**config.mk**
```make
export PLATFORM = sky130hd
export DESIGN_NAME = spi_host_regbank
export DESIGN_NICKNAME = d
export VERILOG_FILES = /design/src/rtl/spi_host_pkg.sv /design/src/rtl/spi_host_regs.sv /design/src/rtl/spi_host_clkgen.sv /design/src/rtl/spi_host_shifter.sv /design/src/rtl/spi_host_regbank.sv
export SDC_FILE = /design/constraint.sdc
export NUM_CORES = 1
export LEC_CHECK = 0
export ABC_CLOCK_PERIOD_IN_PS = 3300
export CORE_MARGIN = 3
export CORE_UTILIZATION = 40
export DETAILED_ROUTE_END_ITERATION = 16
export PLACE_DENSITY = 0.61
export SYNTH_ARGS = -nofsm -noshare
export SYNTH_HDL_FRONTEND = slang
export SYNTH_SLANG_ARGS = --single-unit
```
**constraint.sdc**
```tcl
create_clock -name clk -period 3.3 [get_ports clk]
set_input_delay 0.66 -clock clk [delete_from_list [all_inputs] [get_ports clk]]
set_output_delay 0.66 -clock clk [all_outputs]
set_load 0.01 [all_outputs]
```
**src/rtl/spi_host_pkg.sv**
```systemverilog
// Shared constants and types for the SPI master.
// Assumes a halfword-wide register bank addressed by byte offset.
package spi_host_pkg;
    localparam int DIV_W    = 7;
    localparam int REG_W    = 16;
    localparam int OFS_DATA = 0;
    localparam int OFS_CTRL = 2;
    localparam int OFS_STAT = 4;

    // Control register image, MSB first, matching bit positions 15:0.
    typedef struct packed {
        logic [DIV_W-1:0] div;
        logic             cpol;
        logic             cpha;
        logic [5:0]       rsvd;
        logic             en;
    } ctrl_t;
endpackage

```
**src/rtl/spi_host_regs.sv**
```systemverilog
// Register bank: control storage, start decode, read mux and read-clear strobe.
// Assumes single-cycle write/read strobes; read data is combinational.
module spi_host_regs
    import spi_host_pkg::*;
#(
    parameter int ADDR_W = 3,
    parameter int DATA_W = 8
) (
    input  logic              clk,
    input  logic              rst_n,
    input  logic [ADDR_W-1:0] reg_addr,
    input  logic              reg_wr,
    input  logic              reg_rd,
    input  logic [REG_W-1:0]  reg_wdata,
    input  logic              busy,
    input  logic              rbf,
    input  logic [DATA_W-1:0] rx_byte,
    output logic [REG_W-1:0]  reg_rdata,
    output ctrl_t             ctrl,
    output logic              start,
    output logic              rd_clr
);
    localparam logic [REG_W-1:0] CTRL_MASK = 16'hFF81;

    logic hit_data, hit_ctrl, hit_stat;
    ctrl_t ctrl_q;

    // Offset decode.
    always_comb begin
        hit_data = (reg_addr == ADDR_W'(OFS_DATA));
        hit_ctrl = (reg_addr == ADDR_W'(OFS_CTRL));
        hit_stat = (reg_addr == ADDR_W'(OFS_STAT));
    end

    // Control register storage, reserved bits forced to zero.
    always_ff @(posedge clk) begin
        if (!rst_n)
            ctrl_q <= '0;
        else if (reg_wr && hit_ctrl)
            ctrl_q <= ctrl_t'(reg_wdata & CTRL_MASK);
    end

    // Start and read-clear strobes for the shift engine.
    always_comb begin
        start  = reg_wr && hit_data && ctrl_q.en && !busy;
        rd_clr = reg_rd && hit_data;
    end

    // Read data mux.
    always_comb begin
        reg_rdata = '0;
        if (hit_data)
            reg_rdata = REG_W'(rx_byte);
        else if (hit_ctrl)
            reg_rdata = ctrl_q;
        else if (hit_stat)
            reg_rdata = {{(REG_W-2){1'b0}}, rbf, busy};
    end

    assign ctrl = ctrl_q;
endmodule

```
**src/rtl/spi_host_clkgen.sv**
```systemverilog
// SCK pacing: emits a one-cycle tick every (div + 1) cycles while run is high.
// Assumes div is held steady during a transfer.
module spi_host_clkgen #(
    parameter int DIV_W = 7
) (
    input  logic             clk,
    input  logic             rst_n,
    input  logic             run,
    input  logic [DIV_W-1:0] div,
    output logic             tick
);
    logic [DIV_W-1:0] cnt_q;

    // Half-period counter, parked at zero when idle.
    always_ff @(posedge clk) begin
        if (!rst_n || !run)
            cnt_q <= '0;
        else if (cnt_q == div)
            cnt_q <= '0;
        else
            cnt_q <= cnt_q + 1'b1;
    end

    assign tick = run && (cnt_q == div);
endmodule

```
**src/rtl/spi_host_shifter.sv**
```systemverilog
// Shift engine: sequences 2*DATA_W SCK edges, shifts MOSI MSB first, samples
// MISO on the edge chosen by cpha, and keeps the receive buffer and its flag.
// Assumes start is only asserted while idle and enabled.
module spi_host_shifter #(
    parameter int DATA_W = 8
) (
    input  logic              clk,
    input  logic              rst_n,
    input  logic              en,
    input  logic              cpha,
    input  logic              cpol,
    input  logic              start,
    input  logic [DATA_W-1:0] tx_byte,
    input  logic              tick,
    input  logic              miso,
    input  logic              rd_clr,
    output logic              busy,
    output logic              sck,
    output logic              mosi,
    output logic              rbf,
    output logic [DATA_W-1:0] rx_byte
);
    localparam int EDGES = 2 * DATA_W;
    localparam int EW    = $clog2(EDGES);

    logic              busy_q, phase_q, rbf_q;
    logic [EW-1:0]     ecnt_q;
    logic [DATA_W-1:0] txsh_q, rxsh_q, rxbuf_q;
    logic              sample_now, last_edge, done;
    logic [DATA_W-1:0] rx_next;

    // Edge classification for the current tick.
    always_comb begin
        sample_now = (~ecnt_q[0]) ^ cpha;
        last_edge  = (ecnt_q == EW'(EDGES - 1));
        rx_next    = {rxsh_q[DATA_W-2:0], miso};
        done       = en && busy_q && tick && last_edge;
    end

    // Transfer sequencing, shifting and sampling.
    always_ff @(posedge clk) begin
        if (!rst_n) begin
            busy_q  <= 1'b0;
            phase_q <= 1'b0;
            ecnt_q  <= '0;
            txsh_q  <= '0;
            rxsh_q  <= '0;
        end else if (!en) begin
            busy_q  <= 1'b0;
            phase_q <= 1'b0;
            ecnt_q  <= '0;
        end else if (!busy_q) begin
            if (start) begin
                busy_q  <= 1'b1;
                phase_q <= 1'b0;
                ecnt_q  <= '0;
                txsh_q  <= tx_byte;
                rxsh_q  <= '0;
            end
        end else if (tick) begin
            phase_q <= ~phase_q;
            ecnt_q  <= ecnt_q + 1'b1;
            if (sample_now)
                rxsh_q <= rx_next;
            else if (ecnt_q != '0)
                txsh_q <= txsh_q << 1;
            if (last_edge) begin
                busy_q <= 1'b0;
                ecnt_q <= '0;
            end
        end
    end

    // Receive buffer and full flag; completion wins over a same-cycle read.
    always_ff @(posedge clk) begin
        if (!rst_n) begin
            rbf_q   <= 1'b0;
            rxbuf_q <= '0;
        end else if (done) begin
            rbf_q   <= 1'b1;
            rxbuf_q <= sample_now ? rx_next : rxsh_q;
        end else if (rd_clr) begin
            rbf_q   <= 1'b0;
        end
    end

    assign busy    = busy_q;
    assign sck     = cpol ^ phase_q;
    assign mosi    = busy_q & txsh_q[DATA_W-1];
    assign rbf     = rbf_q;
    assign rx_byte = rxbuf_q;
endmodule

```
**src/rtl/spi_host_regbank.sv**
```systemverilog
// Top: register-mapped byte-wide SPI master. Wires the register bank, the
// SCK pacing counter and the shift engine. Chip select is handled elsewhere.
module spi_host_regbank
    import spi_host_pkg::*;
#(
    parameter int ADDR_W = 3,
    parameter int DATA_W = 8
) (
    input  logic              clk,
    input  logic              rst_n,
    input  logic [ADDR_W-1:0] reg_addr,
    input  logic              reg_wr,
    input  logic              reg_rd,
    input  logic [REG_W-1:0]  reg_wdata,
    output logic [REG_W-1:0]  reg_rdata,
    output logic              sck_o,
    output logic              mosi_o,
    input  logic              miso_i
);
    ctrl_t             ctrl;
    logic              start, rd_clr, tick;
    logic              busy, rbf;
    logic              ctrl_en, ctrl_cpol;
    logic [DATA_W-1:0] rx_byte;

    assign ctrl_en   = ctrl.en;
    assign ctrl_cpol = ctrl.cpol;

    spi_host_regs #(.ADDR_W(ADDR_W), .DATA_W(DATA_W)) u_regs (
        .clk(clk), .rst_n(rst_n), .reg_addr(reg_addr), .reg_wr(reg_wr),
        .reg_rd(reg_rd), .reg_wdata(reg_wdata), .busy(busy), .rbf(rbf),
        .rx_byte(rx_byte), .reg_rdata(reg_rdata), .ctrl(ctrl),
        .start(start), .rd_clr(rd_clr)
    );

    spi_host_clkgen #(.DIV_W(DIV_W)) u_clkgen (
        .clk(clk), .rst_n(rst_n), .run(busy && ctrl.en), .div(ctrl.div),
        .tick(tick)
    );

    spi_host_shifter #(.DATA_W(DATA_W)) u_shift (
        .clk(clk), .rst_n(rst_n), .en(ctrl.en), .cpha(ctrl.cpha),
        .cpol(ctrl.cpol), .start(start), .tx_byte(reg_wdata[DATA_W-1:0]),
        .tick(tick), .miso(miso_i), .rd_clr(rd_clr), .busy(busy),
        .sck(sck_o), .mosi(mosi_o), .rbf(rbf), .rx_byte(rx_byte)
    );
endmodule

```
After elaboration in Yosys (flattened, before gate mapping)

Index checks and enable logic that the tools add are counted.

$add $sub $neg: 2
Multiply operators: 0
Divide/modulo/power cells: 0
Order comparisons: 0
Equal/unequal tests: 7
Shifts and indexed selects: 0
Multiplexer cells: 25
Bitwise operators: 5
Reduce and logical (&&, ||, !) cells: 22

Operator list:

| kind                  | number |
|---|---|
| $mux W8               | 9 |
| $mux W16              | 2 |
| $mux W4               | 4 |
| $logic_and A1 B1 Y1   | 9 |
| $mux W1               | 9 |
| $add A7 B1 Y7 const B | 1 |
| $eq A7 B7 Y1          | 1 |
| $reduce_and A5 Y1     | 1 |
| $add A4 B1 Y4 const B | 1 |
| $eq A4 B4 Y1 const B  | 1 |
| $ne A2 B2 Y1 const B  | 2 |
| $reduce_and A2 Y1     | 2 |
| $reduce_bool A2 Y1    | 2 |
| $reduce_bool A4 Y1    | 1 |
| $eq A3 B2 Y1 const B  | 1 |
| $eq A3 B3 Y1 const B  | 1 |
| $logic_not A1 Y1      | 3 |
| $logic_not A3 Y1      | 1 |
| $reduce_and A3 Y1     | 1 |
| $mux W2               | 1 |
| $ne A2 B1 Y1 const B  | 1 |
| $not A1 Y1            | 2 |
| $reduce_or A2 Y1      | 1 |
| $xor A1 B1 Y1         | 2 |
| 2 further kinds       | 2 |

Bits in registers: 48
Bits in latches: 0
Bits in writable memories: 0
ROM bits: 0
Input bits: 24
Output and inout bits: 18
Memories: 0

Longest topological paths before layout

Depth after elaboration: 6
Gate-level depth with buffers: 7

Hierarchy

From an unflattened synthesis, not the netlist that was laid out.

Cell total of the unflattened synthesis: 266
Area total of the unflattened synthesis: 2,347.3 µm²

By module, submodules not included:

| module           | instances | cells an instance | area each (µm²) | sequential area each (µm²) |
|---|---|---|---|---|
| spi_host_shifter | 1         | 149               | 1,301.2         | 620.6 |
| spi_host_regs    | 1         | 74                | 621.8           | 200.2 |
| spi_host_clkgen  | 1         | 42                | 417.9           | 140.1 |
| spi_host_regbank | 1         | 1                 | 6.3             | 0.0 |

Least setup slack after synthesis

OpenSTA, ideal clock, no wires.

Path kind: input port to output port
From: input reg_addr[1]
To: output reg_rdata[7]
Arrival time: 1.306 ns
Required time: 2.640 ns
Slack: 1.334 ns
Stages: 4
Buffers on the path: 1
Path through: inv_1 > nor3_1 > clkbuf_1 > a22o_1

Cells in the longest elaborated chain, start to end: 3
Elaborated cells between the ends (all ways): 4

RTL lines:

| element            | line                   | text |
|---|---|---|
| start: declaration | spi_host_regbank.sv:11 | `input logic [ADDR_W-1:0] reg_addr,` |
| $eq A3 B2 Y1       | spi_host_regs.sv:31    | `hit_ctrl = (reg_addr == ADDR_W'(OFS_CTRL));` |
| $mux W16           | spi_host_regs.sv:54    | `else if (hit_ctrl)` |
| $mux W16 (*)       | spi_host_regs.sv:52    | `if (hit_data)` |
| end: declaration   | spi_host_regbank.sv:15 | `output logic [REG_W-1:0] reg_rdata,` |

Mark *: on every way between the ends. The rest lies on a longest branch, timed or not.

Final worst setup path

From: input reg_addr[1]
To: output reg_rdata[14]

Same word-level chain as after synthesis.

==> flow_metrics.tcl <==
set metrics [dict create \
    netlist.area_leader.share_pct 41.11 \
    met1_usage_pct 23.37 \
    clk_pin_slew_ps 80 \
    grt_util_met3_pct 4.230 \
    critPathKind "input port to output pin" \
    drt_iter0_drc 117 \
    post-cts-setup-buffers 0 \
    slowest_stage "clkdlybuf4s50_1" \
    wl_per_cell_um 13.49 \
    yosysMostFrequentCell "dfxtp_1" \
    numCtsBuffers 5 \
    netlist_instances 281 \
    cp_num_buf_inv 4 \
    end_kind "output pin" \
    antenna_left 0 \
    cts_tree "built" \
    avgSynthCellArea_um2 8.318 \
    pwr_density_cell_nw_per_um2 366.9 \
    p_leak_nw 0.9244 \
    ys_seq_elements 48 \
    routed_wirelength_um 5301 \
    syn-num-nets 308 \
    cp_max_fo 11 \
    die_w_um 82.44 \
    r2r_slack_ps 1240 \
    crit_chain "clkdlybuf4s50_1 > inv_1 > nor3_1 > buf_4 > and2_1 > clkdlybuf4s50_1" \
    h-tree-depth 2 \
    cp.required_ps 2640 \
    fin_tns_setup_ps 0 \
    antenna_cells 0 \
    start_util_pct 41.93 \
    syn_area_um2 2337 \
    max_slew_margin_pct 37.49 \
    finalCritPeriodShare_pct 92.93 \
    ios 42 \
    fp.coreArea_um2 5574 \
    cp_top_family "buffers and inverters" \
    holdWs_ps 467.0 \
    cp-start-kind "input port" \
    setup_viol 0 \
    synthTopCellsByCount "dfxtp_1 (48), nand2_1 (29), nor2_1 (29)" \
    grt-busiest-layer "met2" \
    hold_end "u_shift.rxsh_q[7]$_SDFFE_PN0P_" \
    vias_per_cell 5.155 \
    r2r_start "u_regs.ctrl[0]$_SDFFE_PN0P_" \
    dieArea_um2 6796 \
    grt_max_degree 29 \
    clockBufferDepth 2 \
    async_flop_share_pct 0 \
    reg2reg_depth 5 \
    finClkSkew_ps 6.844 \
    chipHeight_um 82.44 \
    peakVddDrop_v 0.0002679 \
    status "finished clean" \
    post_cts_resize_count 0 \
    synth_area_leaders "dfxtp_1 (41%), and2_1 (6.4%), a21oi_1 (5.6%)" \
    period_needed_ps 3067 \
    overflow 0 \
    yosysTopAreaCell "dfxtp_1" \
    holdBufCountCts 0 \
    synth_edf_count 0 \
    r2r-end "u_shift.txsh_q[0]$_SDFFE_PN0P_" \
    synthFlopType "dfxtp_1" \
    finalNetCount 347 \
    cpMostUsedCell "clkdlybuf4s50_1" \
    min_path_cells 2 \
    drive_gt1_share_pct 6.231 \
    clock.fmax_ghz 0.3261 \
    nFillCells 539 \
    synth_cell_types 44 \
    cts.sinks 48 \
    cp-startpoint "reg_addr[1]" \
    report.final.slew_viol_count 0 \
    seq_area_frac_synth_pct 41.11 \
    clockRootBuffer "clkbuf_8" \
    place_hpwl_um 3764 \
    drc_errors 0 \
    grt_pass1_wl_um 8790 \
    rows 27 \
    worstHoldStart "u_shift.rxsh_q[7]$_SDFFE_PN0P_" \
    antenna_found_initial 0 \
    syn_to_final_growth_pct 24.95 \
    vias 2026 \
    io_buffers 41 \
    ys_warn_count 0 \
    track_usage_pct 16.82 \
    rsz0062_at_grt "false" \
    critical_path.max_stage_delay_ps 590 \
    grt_pass1_vias 1847 \
    dr.pass1.iters 4 \
    finalWeightedCongestion 0.7547 \
    tightest_slew_ps 930.6 \
    cap_violations 0 \
    insertion_delay_ps 300 \
    min_path_type "register to register" \
    hold_viol 0 \
    use_met2_pct 25.56 \
    cp.arrival_ps 2410 \
]
-- area by class of cell --
| class | instances | area (um2) | area share, % |
|---|---|---|---|
| multi-input cells | 212 | 1287 | 44.09 |
| flip-flops and latches | 48 | 960.9 | 32.90 |
| repair buffers | 46 | 447.9 | 15.34 |
| well taps | 72 | 90.09 | 3.085 |
| clock buffers | 6 | 72.57 | 2.485 |
| clock inverters | 2 | 35.03 | 1.200 |
| inverters | 7 | 26.28 | 0.8997 |
-- cell families after synthesis --
group | after synthesis | synth area share (%)
compound gates | 68 | 19.49
fa+ha+maj | 3 | 1.606
mux | 2 | 0.8566
xor+xnor | 14 | 5.246
buf+inv | 21 | 3.800
simple gates | 125 | 27.89
flops | 48 | 41.11
-- report_power, final --
| part | switching, W | internal, W | total (W) |
|---|---|---|---|
| logic | 0.0000312 | 0.0000362 | 0.0000674 |
| registers | 0.00000283 | 0.000581 | 0.000584 |
| clock network | 0.000195 | 0.000225 | 0.000420 |
-- state kept, by name, indices dropped and copies added (netlist names) --
| register | count |
|---|---|
| u_shift.txsh_q | 8 |
| u_regs.ctrl | 10 |
| u_shift.phase_q | 1 |
| u_clkgen.cnt_q | 7 |
| u_shift.rx_byte | 8 |
| u_shift.rxsh_q | 8 |
| u_shift.ecnt_q | 4 |
| u_shift.busy | 1 |
| u_shift.rbf | 1 |
-- worst max-delay path by stage --
stage	cells after the start	endpoint	slack (ps)
floorplan	4	reg_rdata[7]	1330
global placement	6	reg_rdata[7]	270
detailed placement	6	reg_rdata[7]	240
CTS	6	reg_rdata[14]	230
global route	6	reg_rdata[14]	90
finish	6	reg_rdata[14]	230
-- tightest hold or removal path: cells and delay by family (launching register included) --
kind	cells	cell delay [ps]
flip-flops	1	310
AND/OR/NAND/NOR	1	60
AO/OA/AOI/OAI	1	60
-- routing by layer --
| metal | wire length, um | vias to the layer above | part of all wire [%] |
|---|---|---|---|
| li1 | - | 1062 | - |
| met1 | 2677 | 914 | 50 |
| met2 | 2280 | 44 | 43 |
| met3 | 277 | 6 | 5.2 |
| met4 | 65 | 0 | 1.2 |
| met5 | 0 | - | 0 |
-- cells in the final DEF, fill, tap and decap left out, drive strengths merged, types with 2 or more instances in the layout --
cell type / synthesis / final
nor2b: 8 / 8
a311oi: 2 / 2
nor2: 30 / 30
a211oi: 9 / 9
clkinv: 1 / 2
mux2i: 2 / 2
clkbuf: 11 / 6
a21oi: 27 / 27
o21ai: 11 / 11
xor2: 3 / 3
nand3: 21 / 21
nand2: 29 / 29
nor3: 3 / 3
inv: 6 / 6
ha: 3 / 3
dfxtp: 48 / 48
clkdlybuf4s50: 0 / 41
and2: 24 / 24
a2bb2oi: 6 / 6
xnor2: 11 / 11
nand4: 3 / 3
buf: 3 / 5
o221ai: 7 / 7
-- stage by stage --
step / instances / utilization (%) / worst slack, ps / area (um2) / total power [W]
global placement: 385 / 50.46 / 273.8 / 2813 / 0.0006653
finish: 393 / 52.39 / 233.4 / 2920 / 0.001071
CTS: 393 / 52.39 / 226.5 / 2920 / 0.001085
detailed placement: 385 / 50.46 / 236.5 / 2813 / 0.0006651
floorplan: 281 / - / 1334 / 2337 / 0.0006237
global route: 393 / 52.39 / 90.01 / 2920 / 0.001117
Note: power is estimated with default switching activity, not from simulation.
